==> src/rtl/vic8_pkg.sv <==
// Package: shared types and command decoders for the eight-input vectored
// interrupt controller. Assumes an 8-bit register bus.
package vic8_pkg;

    localparam int DW = 8;

    // Progress through the initialization word sequence.
    typedef enum logic [1:0] {
        CFG_RUN       = 2'd0,
        CFG_WANT_BASE = 2'd1,
        CFG_WANT_CASC = 2'd2,
        CFG_WANT_MODE = 2'd3
    } cfg_state_t;

    // A command byte with bit 4 set opens initialization.
    function automatic logic is_init_cmd(input logic [DW-1:0] d);
        return d[4];
    endfunction

    // Specific end of service: 0110_0LLL.
    function automatic logic is_seoi_cmd(input logic [DW-1:0] d);
        return d[7:3] == 5'b01100;
    endfunction

    // Status read selection: 0xx0_1x1s, where s picks the in-service register.
    function automatic logic is_rdsel_cmd(input logic [DW-1:0] d);
        return (d[7] == 1'b0) && (d[4:3] == 2'b01) && d[1];
    endfunction

endpackage

==> src/rtl/vic8_regs.sv <==
// Module: vic8_regs
// Decodes the register bus. It holds the initialization sequencer, the
// vector base, the cascade word, the mode bits, the mask and the status
// read selection, and it drives the read data mux. It assumes a single
// write or read per cycle and N_IN <= 8.
module vic8_regs
    import vic8_pkg::*;
#(
    parameter int N_IN = 8
) (
    input  logic            clk,
    input  logic            rst_n,
    input  logic            bus_addr,
    input  logic            bus_wr,
    input  logic            bus_rd,
    input  logic [DW-1:0]   bus_wdata,
    output logic [DW-1:0]   bus_rdata,
    input  logic [N_IN-1:0] irr,
    input  logic [N_IN-1:0] isr,
    output logic            init_clr,
    output logic            eoi_valid,
    output logic [2:0]      eoi_lvl,
    output logic [DW-1:0]   vec_base,
    output logic [DW-1:0]   casc_map,
    output logic            aeoi,
    output logic            ltim,
    output logic [N_IN-1:0] imr
);

    cfg_state_t      cfg_q;
    logic [N_IN-1:0] imr_q;
    logic [DW-1:0]   base_q;
    logic [DW-1:0]   casc_q;
    logic            aeoi_q;
    logic            ltim_q;
    logic            rsel_isr_q;
    logic            cmd_wr;
    logic            dat_wr;

    assign cmd_wr    = bus_wr && !bus_addr;
    assign dat_wr    = bus_wr && bus_addr;
    assign init_clr  = cmd_wr && is_init_cmd(bus_wdata);
    assign eoi_valid = cmd_wr && is_seoi_cmd(bus_wdata);
    assign eoi_lvl   = bus_wdata[2:0];

    // Initialization sequencer and capture of the three configuration words.
    always_ff @(posedge clk) begin
        if (!rst_n) begin
            cfg_q  <= CFG_RUN;
            base_q <= '0;
            casc_q <= '0;
            aeoi_q <= 1'b0;
            ltim_q <= 1'b0;
        end else if (init_clr) begin
            cfg_q  <= CFG_WANT_BASE;
            ltim_q <= bus_wdata[3];
        end else if (dat_wr) begin
            unique case (cfg_q)
                CFG_WANT_BASE: begin
                    base_q <= bus_wdata;
                    cfg_q  <= CFG_WANT_CASC;
                end
                CFG_WANT_CASC: begin
                    casc_q <= bus_wdata;
                    cfg_q  <= CFG_WANT_MODE;
                end
                CFG_WANT_MODE: begin
                    aeoi_q <= bus_wdata[1];
                    cfg_q  <= CFG_RUN;
                end
                default: cfg_q <= CFG_RUN;
            endcase
        end
    end

    // Mask register: all ones at reset and at the start of init, otherwise
    // loaded by data writes once the sequence has finished.
    always_ff @(posedge clk) begin
        if (!rst_n || init_clr) begin
            imr_q <= '1;
        end else if (dat_wr && cfg_q == CFG_RUN) begin
            imr_q <= bus_wdata[N_IN-1:0];
        end
    end

    // Status read selection, which persists until the next selection command.
    always_ff @(posedge clk) begin
        if (!rst_n || init_clr) begin
            rsel_isr_q <= 1'b0;
        end else if (cmd_wr && is_rdsel_cmd(bus_wdata)) begin
            rsel_isr_q <= bus_wdata[0];
        end
    end

    // Read data mux: the data port gives the mask, the command port gives
    // the selected status register.
    always_comb begin
        bus_rdata = '0;
        if (bus_rd) begin
            if (bus_addr) begin
                bus_rdata = DW'(imr_q);
            end else if (rsel_isr_q) begin
                bus_rdata = DW'(isr);
            end else begin
                bus_rdata = DW'(irr);
            end
        end
    end

    assign vec_base = base_q;
    assign casc_map = casc_q;
    assign aeoi     = aeoi_q;
    assign ltim     = ltim_q;
    assign imr      = imr_q;


    init_mask_chk: assert property (@(posedge clk) disable iff (!rst_n)
        init_clr |=> (imr_q == '1 && cfg_q == CFG_WANT_BASE && !rsel_isr_q));


    mode_word_chk: assert property (@(posedge clk) disable iff (!rst_n)
        (dat_wr && cfg_q == CFG_WANT_MODE) |=> (cfg_q == CFG_RUN));


    mask_hold_chk: assert property (@(posedge clk) disable iff (!rst_n)
        (!bus_wr && !init_clr) |=> $stable(imr_q));

endmodule

==> src/rtl/vic8_req.sv <==
// Module: vic8_req
// Request register. Each input is captured either on a rising edge, where
// the bit is held until an acknowledge clears it, or as a level, where the
// bit follows the line. It assumes the request lines are already
// synchronous to clk.
module vic8_req #(
    parameter int N_IN = 8
) (
    input  logic            clk,
    input  logic            rst_n,
    input  logic [N_IN-1:0] irq_in,
    input  logic [N_IN-1:0] trig_level,
    input  logic            ltim,
    input  logic            init_clr,
    input  logic [N_IN-1:0] ack_clr,
    output logic [N_IN-1:0] irr
);

    logic [N_IN-1:0] irq_q;
    logic [N_IN-1:0] irr_q;
    logic [N_IN-1:0] lvl_sel;

    assign lvl_sel = trig_level | {N_IN{ltim}};

    // Previous line state, used for rising-edge detection.
    always_ff @(posedge clk) begin
        if (!rst_n) irq_q <= '0;
        else        irq_q <= irq_in;
    end

    // One capture cell per input, edge or level as its select bit says.
    for (genvar g = 0; g < N_IN; g++) begin : g_cell
        always_ff @(posedge clk) begin
            if (!rst_n || init_clr) begin
                irr_q[g] <= 1'b0;
            end else if (lvl_sel[g]) begin
                irr_q[g] <= irq_in[g];
            end else begin
                irr_q[g] <= (irr_q[g] && !ack_clr[g]) || (irq_in[g] && !irq_q[g]);
            end
        end
    end

    assign irr = irr_q;


    edge_hold_chk: assert property (@(posedge clk) disable iff (!rst_n)
        !init_clr |=> ((($past(irr_q) & ~$past(ack_clr) & ~$past(lvl_sel)) & ~irr_q) == '0));


    edge_quiet_chk: assert property (@(posedge clk) disable iff (!rst_n)
        !init_clr |=> (((~$past(irr_q)) & ~$past(lvl_sel) & ~($past(irq_in) & ~$past(irq_q)) & irr_q) == '0));

endmodule

==> src/rtl/vic8_resolve.sv <==
// Module: vic8_resolve
// Priority resolver and in-service register. It picks the lowest-numbered
// unmasked request that no in-service bit outranks and forms the vector
// during an acknowledge. It also applies end of service, both automatic and
// specific. It assumes ack is a one-cycle pulse.
module vic8_resolve
    import vic8_pkg::*;
#(
    parameter int N_IN = 8
) (
    input  logic            clk,
    input  logic            rst_n,
    input  logic [N_IN-1:0] irr,
    input  logic [N_IN-1:0] imr,
    input  logic            ack,
    input  logic            aeoi,
    input  logic            init_clr,
    input  logic            eoi_valid,
    input  logic [2:0]      eoi_lvl,
    input  logic [DW-1:0]   vec_base,
    input  logic [DW-1:0]   casc_map,
    input  logic            role_master,
    output logic            int_out,
    output logic [DW-1:0]   vector,
    output logic            vec_drive,
    output logic [N_IN-1:0] isr,
    output logic [N_IN-1:0] ack_clr
);

    localparam int IDX_W = (N_IN > 1) ? $clog2(N_IN) : 1;
    localparam logic [IDX_W-1:0] SPUR_IDX = IDX_W'(N_IN - 1);

    logic [N_IN-1:0]  isr_q;
    logic [N_IN-1:0]  pend;
    logic             win_vld;
    logic [IDX_W-1:0] win_idx;
    logic [N_IN-1:0]  isr_set;
    logic [N_IN-1:0]  isr_clr;

    assign pend = irr & ~imr;

    // Fixed-priority search: a pending bit wins only if no in-service bit
    // sits at its own level or above.
    always_comb begin
        logic seen_isr;
        seen_isr = 1'b0;
        win_vld  = 1'b0;
        win_idx  = '0;
        for (int i = 0; i < N_IN; i++) begin
            seen_isr = seen_isr | isr_q[i];
            if (!win_vld && !seen_isr && pend[i]) begin
                win_vld = 1'b1;
                win_idx = IDX_W'(i);
            end
        end
    end

    // Set and clear masks for the in-service register.
    always_comb begin
        isr_set = '0;
        isr_clr = '0;
        ack_clr = '0;
        if (ack && win_vld) begin
            ack_clr[win_idx] = 1'b1;
            if (!aeoi) isr_set[win_idx] = 1'b1;
        end
        if (eoi_valid && (int'(eoi_lvl) < N_IN)) begin
            isr_clr[eoi_lvl[IDX_W-1:0]] = 1'b1;
        end
    end

    // In-service register update; an end of service wins over a set.
    always_ff @(posedge clk) begin
        if (!rst_n || init_clr) isr_q <= '0;
        else                    isr_q <= (isr_q | isr_set) & ~isr_clr;
    end

    // Vector and drive enable, valid while ack is high.
    always_comb begin
        vector    = '0;
        vec_drive = 1'b0;
        if (ack) begin
            vector    = vec_base + DW'(win_vld ? win_idx : SPUR_IDX);
            vec_drive = !(role_master && win_vld && casc_map[win_idx]);
        end
    end

    assign int_out = win_vld;
    assign isr     = isr_q;


    int_needs_req_chk: assert property (@(posedge clk) disable iff (!rst_n)
        int_out |-> ((irr & ~imr) != '0));


    ack_sets_isr_chk: assert property (@(posedge clk) disable iff (!rst_n)
        (ack && int_out && !aeoi && !init_clr && !eoi_valid) |=> isr_q[$past(win_idx)]);


    aeoi_keep_chk: assert property (@(posedge clk) disable iff (!rst_n)
        (ack && aeoi && !eoi_valid && !init_clr) |=> (isr_q == $past(isr_q)));


    eoi_clear_chk: assert property (@(posedge clk) disable iff (!rst_n)
        (eoi_valid && !init_clr) |=> !isr_q[$past(eoi_lvl[IDX_W-1:0])]);


    spur_vec_chk: assert property (@(posedge clk) disable iff (!rst_n)
        (ack && !int_out) |-> (vector == vec_base + DW'(N_IN - 1)));


    casc_skip_chk: assert property (@(posedge clk) disable iff (!rst_n)
        (ack && role_master && int_out && casc_map[win_idx]) |-> !vec_drive);

endmodule

==> src/rtl/vic8_ctrl.sv <==
// Module: vic8_ctrl (top)
// Eight-input vectored interrupt controller. It connects the bus register
// file, the request register and the priority resolver. All inputs are
// assumed synchronous to clk; reset is synchronous and active low.
module vic8_ctrl
    import vic8_pkg::*;
#(
    parameter int N_IN = 8
) (
    input  logic            clk,
    input  logic            rst_n,
    input  logic            bus_addr,
    input  logic            bus_wr,
    input  logic            bus_rd,
    input  logic [DW-1:0]   bus_wdata,
    output logic [DW-1:0]   bus_rdata,
    input  logic [N_IN-1:0] irq_in,
    input  logic [N_IN-1:0] trig_level,
    input  logic            role_master,
    input  logic            ack,
    output logic            int_out,
    output logic [DW-1:0]   vector,
    output logic            vec_drive
);

    logic [N_IN-1:0] irr;
    logic [N_IN-1:0] isr;
    logic [N_IN-1:0] imr;
    logic [N_IN-1:0] ack_clr;
    logic            init_clr;
    logic            eoi_valid;
    logic [2:0]      eoi_lvl;
    logic [DW-1:0]   vec_base;
    logic [DW-1:0]   casc_map;
    logic            aeoi;
    logic            ltim;

    vic8_regs #(.N_IN(N_IN)) u_regs (
        .clk       (clk),
        .rst_n     (rst_n),
        .bus_addr  (bus_addr),
        .bus_wr    (bus_wr),
        .bus_rd    (bus_rd),
        .bus_wdata (bus_wdata),
        .bus_rdata (bus_rdata),
        .irr       (irr),
        .isr       (isr),
        .init_clr  (init_clr),
        .eoi_valid (eoi_valid),
        .eoi_lvl   (eoi_lvl),
        .vec_base  (vec_base),
        .casc_map  (casc_map),
        .aeoi      (aeoi),
        .ltim      (ltim),
        .imr       (imr)
    );

    vic8_req #(.N_IN(N_IN)) u_req (
        .clk        (clk),
        .rst_n      (rst_n),
        .irq_in     (irq_in),
        .trig_level (trig_level),
        .ltim       (ltim),
        .init_clr   (init_clr),
        .ack_clr    (ack_clr),
        .irr        (irr)
    );

    vic8_resolve #(.N_IN(N_IN)) u_res (
        .clk         (clk),
        .rst_n       (rst_n),
        .irr         (irr),
        .imr         (imr),
        .ack         (ack),
        .aeoi        (aeoi),
        .init_clr    (init_clr),
        .eoi_valid   (eoi_valid),
        .eoi_lvl     (eoi_lvl),
        .vec_base    (vec_base),
        .casc_map    (casc_map),
        .role_master (role_master),
        .int_out     (int_out),
        .vector      (vector),
        .vec_drive   (vec_drive),
        .isr         (isr),
        .ack_clr     (ack_clr)
    );

endmodule

==> config.mk <==
export PLATFORM = sky130hd
export DESIGN_NAME = vic8_ctrl
export DESIGN_NICKNAME = d
export VERILOG_FILES = /design/src/rtl/vic8_pkg.sv /design/src/rtl/vic8_regs.sv /design/src/rtl/vic8_req.sv /design/src/rtl/vic8_resolve.sv /design/src/rtl/vic8_ctrl.sv
export SDC_FILE = /design/constraint.sdc
export NUM_CORES = 1
export LEC_CHECK = 0
export ABC_AREA = 1
export BUFFER_PORTS_ARGS = -buffer_cell sky130_fd_sc_hd__buf_2
export CAP_MARGIN = 40
export CORE_UTILIZATION = 35
export CTS_CLUSTER_DIAMETER = 80
export DETAILED_ROUTE_END_ITERATION = 16
export SLEW_MARGIN = 0
export SYNTH_ARGS = -nofsm -noshare
export SYNTH_HDL_FRONTEND = slang
export SYNTH_SLANG_ARGS = --single-unit
export TNS_END_PERCENT = 20
==> constraint.sdc <==
create_clock -name clk -period 3.8 [get_ports clk]
set_clock_uncertainty 0.1 [all_clocks]
set_input_delay 0.38 -clock clk [delete_from_list [all_inputs] [get_ports clk]]
set_output_delay 0.38 -clock clk [all_outputs]
set_load 0.05 [all_outputs]
After elaboration in Yosys (flattened, before gate mapping) --
Cells that the tools add are included.
Word-level totals: input port bits 31, word-level logic and storage cells 179, register bits after elaboration 53, output and inout port bits 18
Cells by class: reductions and logical operators 93, magnitude comparators 4, muxes and demuxes 42, $add $sub $neg 1, bitwise logic cells 16, equal/unequal tests 5
Operator list (number):
- 8-bit 2-to-1 mux | 8
- 1-bit logical AND | 44
- 1-bit zero test | 34
- 1-bit 2-to-1 mux | 23
- 3-bit 2-to-1 mux | 6
- 8-bit AND | 2
- 8-bit inverter | 2
- 8-bit OR | 2
- 1-bit logical OR | 9
- 3-bit AND reduction | 3
- 8-bit adder | 1
- 3-bit by 4-bit less-than comparator with 1-bit output (second input constant) | 2
- 1-bit OR | 7
- 1-bit demux with 3-bit select | 2
- 3-bit by 1-bit >= comparator with 1-bit output (second input constant) | 2
- 5-bit by 4-bit equality test with 1-bit output (second input constant) | 1
- 2-bit by 1-bit equality test with 1-bit output (second input constant) | 2
- 2-bit equality test (second input constant) | 2
- 2-bit one-hot mux with 2 select lines | 1
- 1-bit binary-select mux with 3-bit select | 1
- 1-bit inverter | 3
- 2-bit zero test | 1
- 2-bit 2-to-1 mux | 1
- 2-bit nonzero test | 1
- 2-bit OR reduction | 1

Logic depth before layout (Yosys ltp) --
depth after elaboration 41, mapped depth 20, gate-level depth less buffers 20

Hierarchy --
A second synthesis with hierarchy kept.
Second synthesis, totals: cell total of the unflattened synthesis 469, area, all modules 3168.0 um^2
By module, submodules not included:
- vic8_regs | sequential area each 580.6 um^2, times used 1, cells an instance 201, area each 1456.4 um^2
- vic8_resolve | sequential area each 160.2 um^2, times used 1, cells an instance 184, area each 1079.8 um^2
- vic8_req | sequential area each 320.3 um^2, times used 1, cells an instance 84, area each 631.9 um^2

Worst setup path after synthesis --
Ideal clock, no wire load.
kind reg2out, from register u_res.isr_q[1], in the netlist u_res.isr[1], to output port vector[6], setup slack 0.101 ns, arrival 3.219 ns, stages on the path, launching flop included 18, buffers on the path 0, cells stage by stage dfxtp_1 > nor2_2 > nand3_2 > nor2_4 > nand3_2 > nor2_4 > nor2_8 > nand2_1 > ha_1 > inv_1 > fa_1 > nor2_1 > nor2_1 > nor2_1 > nand2_1 > inv_1 > a21oi_1 > nor3_1
On the way: cells in the longest elaborated chain, start to end 32, elaborated cells on any way between the ends 51, classes of those cells add/sub (1); mux (16); bitwise (7); reduce/logical (27)
Ends and longest elaborated chain:
- from (decl) | RTL line vic8_resolve.sv:33 | logic [N_IN-1:0] isr_q;
- from (signal assigned) | RTL line vic8_resolve.sv:75 | else isr_q <= (isr_q | isr_set) & ~isr_clr;
- 1-bit OR * | RTL line vic8_resolve.sv:50 | seen_isr = seen_isr | isr_q[i];
- 1-bit zero test | RTL line vic8_resolve.sv:51 | if (!win_vld && !seen_isr && pend[i]) begin
- 1-bit logical AND (2 in series) | RTL line vic8_resolve.sv:51
- 1-bit 2-to-1 mux | RTL line vic8_resolve.sv:51
- 1-bit zero test | RTL line vic8_resolve.sv:51
- 1-bit logical AND (2 in series) | RTL line vic8_resolve.sv:51
- 1-bit 2-to-1 mux | RTL line vic8_resolve.sv:51
- 1-bit zero test | RTL line vic8_resolve.sv:51
- [12 not listed]
- 1-bit logical AND (2 in series) | RTL line vic8_resolve.sv:51
- 1-bit 2-to-1 mux | RTL line vic8_resolve.sv:51
- 1-bit zero test | RTL line vic8_resolve.sv:51
- 1-bit logical AND (2 in series) | RTL line vic8_resolve.sv:51
- 3-bit 2-to-1 mux or 1-bit 2-to-1 mux (tied branches) | RTL line vic8_resolve.sv:51
- 3-bit 2-to-1 mux * | RTL line vic8_resolve.sv:83 | vector = vec_base + DW'(win_vld ? win_idx : SPUR_IDX);
- 8-bit adder * | RTL line vic8_resolve.sv:83
- 8-bit 2-to-1 mux * | RTL line vic8_resolve.sv:82 | if (ack) begin
- to (decl) | RTL line vic8_ctrl.sv:22 | output logic [DW-1:0] vector,
Mark *: on every way between the ends. The rest lies on a longest branch, timed or not.

Worst setup path in the final report --
from register u_res.isr_q[1], in the netlist u_res.isr[1], to output port vector[7]
The elaborated chain is that of the path after synthesis.

==> impl_metrics.tcl <==
set metrics [dict create \
    finalHoldViolCount 0 \
    grtUsageTotal_pct 19.5 \
    htree_levels 2 \
    cts_sinks 53 \
    synth_fa_ha_area_share_pct 3.99 \
    cts_tree "done" \
    drtIter0Drc 147 \
    crit_cells 20 \
    ir_worst_vdd_uv 133 \
    endpoint_kind "primary output" \
    finalCritPeriodShare_pct 92.1 \
    critical_path_required_ns 3.32 \
    cts_buffers 5 \
    layout_setup_ws_ns 0.299 \
    globalplace.congestion 0.852 \
    clockRootBuffer "clkbuf_8" \
    yosysSeqAreaShare_pct 35.3 \
    combPwrFrac_pct 21.3 \
    synth_area_um2 3010 \
    syn_to_final_growth_pct 14.8 \
    diodes 0 \
    gr-usage-met1_pct 26.8 \
    core_um2 8260 \
    dp_hpwl_um 6410 \
    finalSetupViolations 0 \
    viasPerCell 4.78 \
    min_path_cells 3 \
    yosys.area.top_type "dfxtp_1" \
    synthTopCellsByArea "dfxtp_1 35%, nand2_1 9.7%, inv_1 9.2%, a21oi_1 7.8%, o21ai_0 6.7%" \
    placedCellCount 587 \
    grt_pass1_vias 2705 \
    grt_use_met3_pct 2.90 \
    reg2reg_depth 12 \
    cp_cell_sequence "nor2_2, nand3_2, nor2_4, nand2_2, nand3_4, nor2_4, nor2_2, inv_1, ha_1, a21oi_1, nor2_1, nor2_1, nor2_1, inv_1, nor2_1, nand2_1, inv_1, a21oi_1, nor3_1, clkbuf_4" \
    critPathMaxFanout 6 \
    drt_first_pass_iters 4 \
    power_density_nw_per_um2 341 \
    seq_power_share_pct 50.2 \
    drive_above_1_share_pct 18.9 \
    cts.clk_slew.worst_paths_ns 0.10 \
    worst_pin_slew_ns 0.673 \
    rsz0062_at_grt "false" \
    grt_overflow 0 \
    crit_type "flip-flop to primary output" \
    period_minus_slack_ns 3.50 \
    clock.fmax_mhz 286 \
    cts_buffer_depth 2 \
    initial_core_util_pct 36.4 \
    ys_seq_elements 53 \
    p_sw_share_pct 33.6 \
    wire_per_inst_um 13.7 \
    pre_cts_ws_ns 0.550 \
    muxShareOfSynthArea_pct 0 \
    arrival_ns 3.02 \
    clk_latency_ns 0.32 \
    critPathLaunchType "flip-flop" \
    path_common_cell "nor2_1" \
    synth_xor_area_share_pct 0 \
    synthCells 447 \
    relSlewSlack_pct 55.0 \
    hold_class "input pin to flip-flop" \
    dieHeight_um 94.7 \
    pin_count 49 \
    final_nets 531 \
    setup_tns_ns 0 \
    p_switching_w 0.000396 \
    fillers 926 \
    grt_max_degree 24 \
    fp.dieW_um 94.7 \
    cap_viol_max_count 0 \
    synthSimpleGateAreaFrac_pct 32.8 \
    busiest_layer "met2" \
    drv_slew 0 \
    synth_area_per_cell_um2 6.73 \
    grt_pass1_wl_um 13400 \
    ant_nets 0 \
    synthDistinctLibCells 33 \
    path_buf_inv 4 \
    crit_family "simple AND/OR/NAND/NOR gates" \
    dieArea_um2 8970 \
    grt.met2_usage_pct 31.0 \
    synth-compound-area-share_pct 16.5 \
    drcViolationCount 0 \
    rows 33 \
    synth_top_family_by_area "simple AND/OR/NAND/NOR gates" \
    ys_warn_count 0 \
    status "finished clean" \
    portBuffers 48 \
    leakagePower_nw 1.68 \
    p_int_w 0.000784 \
    slowest_stage "dfxtp_2" \
    antenna_found_initial 0 \
    syn_nets 487 \
    synth_top_area_share_pct 35.3 \
    clockPowerShare_pct 28.5 \
    vias 2855 \
    cp_slowest_stage_delay_ns 0.35 \
    wirelength_um 8160 \
    final_cells 597 \
]
==> timing repair <==
item | in CTS | in global routing
hold buffers | 0 | 0
endpoints found under the setup margin | 0 | 2
gates resized for setup | 0 | 8
buffers inserted | 0 | 2
==> synth_stat cells <==
master	count
nand2_1	78
inv_2	2
nor4_1	1
fa_1	1
nor2_8	1
nand3_4	3
o21ai_2	1
o211ai_1	1
nand3_2	5
buf_2	1
nor2_1	52
or2_2	1
nor3_1	9
nand2_2	4
a21oi_1	47
a21boi_1	1
nand3_1	23
clkbuf_1	12
o21ai_1	4
a211oi_1	1
dfxtp_1	53
nand3b_4	1
inv_4	1
ha_1	8
inv_1	74
a21oi_2	1
nand3b_1	2
clkinv_2	1
nor2_2	4
nor2_4	5
nand4_1	8
o21ai_0	40
nand2_4	1
==> cell families (layout without fill, tap and decap cells) <==
kind of cell | Yosys count | after routing
and+or+nand+nor | 198 | 198
AOI/OAI and AO/OA | 96 | 96
buffers and inverters | 91 | 136
adders and majority gates | 9 | 9
DFF | 53 | 53
==> final timing paths <==
path	startpoint	slack (ns)	endpoint
max	u_res.isr[1]	0.30	vector[7]
min	irq_in[6]	0.15	u_req.irq_q[6]
max reg2reg	u_res.isr[1]	1.70	u_res.isr[2]
min reg2reg	u_regs.casc_map[4]	0.36	u_regs.casc_map[4]
==> registers in the layout, summed over array words and instances, names as in the netlist <==
register and flops:
u_regs.aeoi 1, u_regs.casc_map 8, u_regs.cfg_q 2, u_regs.imr 8, u_regs.ltim 1, u_regs.rsel_isr_q 1
u_regs.vec_base 8, u_req.irq_q 8, u_req.irr 8, u_res.isr 8
==> worst reg2reg max path: stages, from the launching register on <==
cell	delay, ns
dfxtp_2	0.35
nor2_2	0.18
nand3_2	0.13
nor2_4	0.18
nand3_4	0.12
nor2_4	0.12
inv_2	0.08
nand2_2	0.07
buf_4	0.11
nand4_1	0.22
o21ai_1	0.20
nand2_1	0.07
a21oi_1	0.11
==> layout by cell type (no fill, tap or decap), types with 2 or more instances in the layout <==
| cell type | Yosys | layout |
|---|---|---|
| a21oi_1 | 47 | 47 |
| buf_2 | 1 | 46 |
| buf_4 | 0 | 3 |
| clkbuf_8 | 0 | 5 |
| clkinv_2 | 1 | 2 |
| dfxtp_1 | 53 | 51 |
| dfxtp_2 | 0 | 2 |
| ha_1 | 8 | 8 |
| inv_1 | 74 | 74 |
| inv_2 | 2 | 2 |
| nand2_1 | 78 | 78 |
| nand2_2 | 4 | 4 |
| nand3_1 | 23 | 23 |
| nand3_2 | 5 | 4 |
| nand3_4 | 3 | 4 |
| nand3b_1 | 2 | 2 |
| nand4_1 | 8 | 8 |
| nor2_1 | 52 | 51 |
| nor2_2 | 4 | 5 |
| nor2_4 | 5 | 5 |
| nor3_1 | 9 | 9 |
| o21ai_0 | 40 | 40 |
| o21ai_1 | 4 | 4 |
==> metrics by stage <==
stage | hold slack, ns | utilization [%] | power (W) | cell area, um2
after floorplan | 0.330 | - | 0.000778 | 3010
after global placement | 0.345 | 40.3 | 0.000847 | 3330
after detailed placement | 0.349 | 40.3 | 0.000849 | 3330
after CTS | 0.145 | 41.4 | 0.00118 | 3420
after global routing | 0.159 | 41.8 | 0.00124 | 3460
final | 0.150 | 41.8 | 0.00118 | 3460
==> layout make-up <==
| type | count | area (um2) | area share, % |
|---|---|---|---|
| Clock buffer | 5 | 68.8 | 1.99 |
| Clock inverter | 3 | 21.3 | 0.615 |
| Inverter | 78 | 297 | 8.58 |
| Multi-Input combinational cell | 303 | 1610 | 46.7 |
| Sequential cell | 53 | 1060 | 30.8 |
| Tap cell | 105 | 131 | 3.80 |
| Timing Repair Buffer | 50 | 260 | 7.53 |
==> metal layers <==
metal	vias to the layer above	wire length, um
met4	0	143
met5	-	0
met3	10	393
met2	53	3670
li1	1511	-
met1	1281	3950
==> power groups by stage <==
stage	logic [W]	registers (W)	clock network [W]
detailed placement	0.000244	0.000605	0
global route	0.000279	0.000595	0.000363
floorplan	0.000180	0.000599	0
finish	0.000251	0.000592	0.000337
CTS	0.000245	0.000592	0.000345
global placement	0.000242	0.000604	0
(Power assumes the default switching activity.)
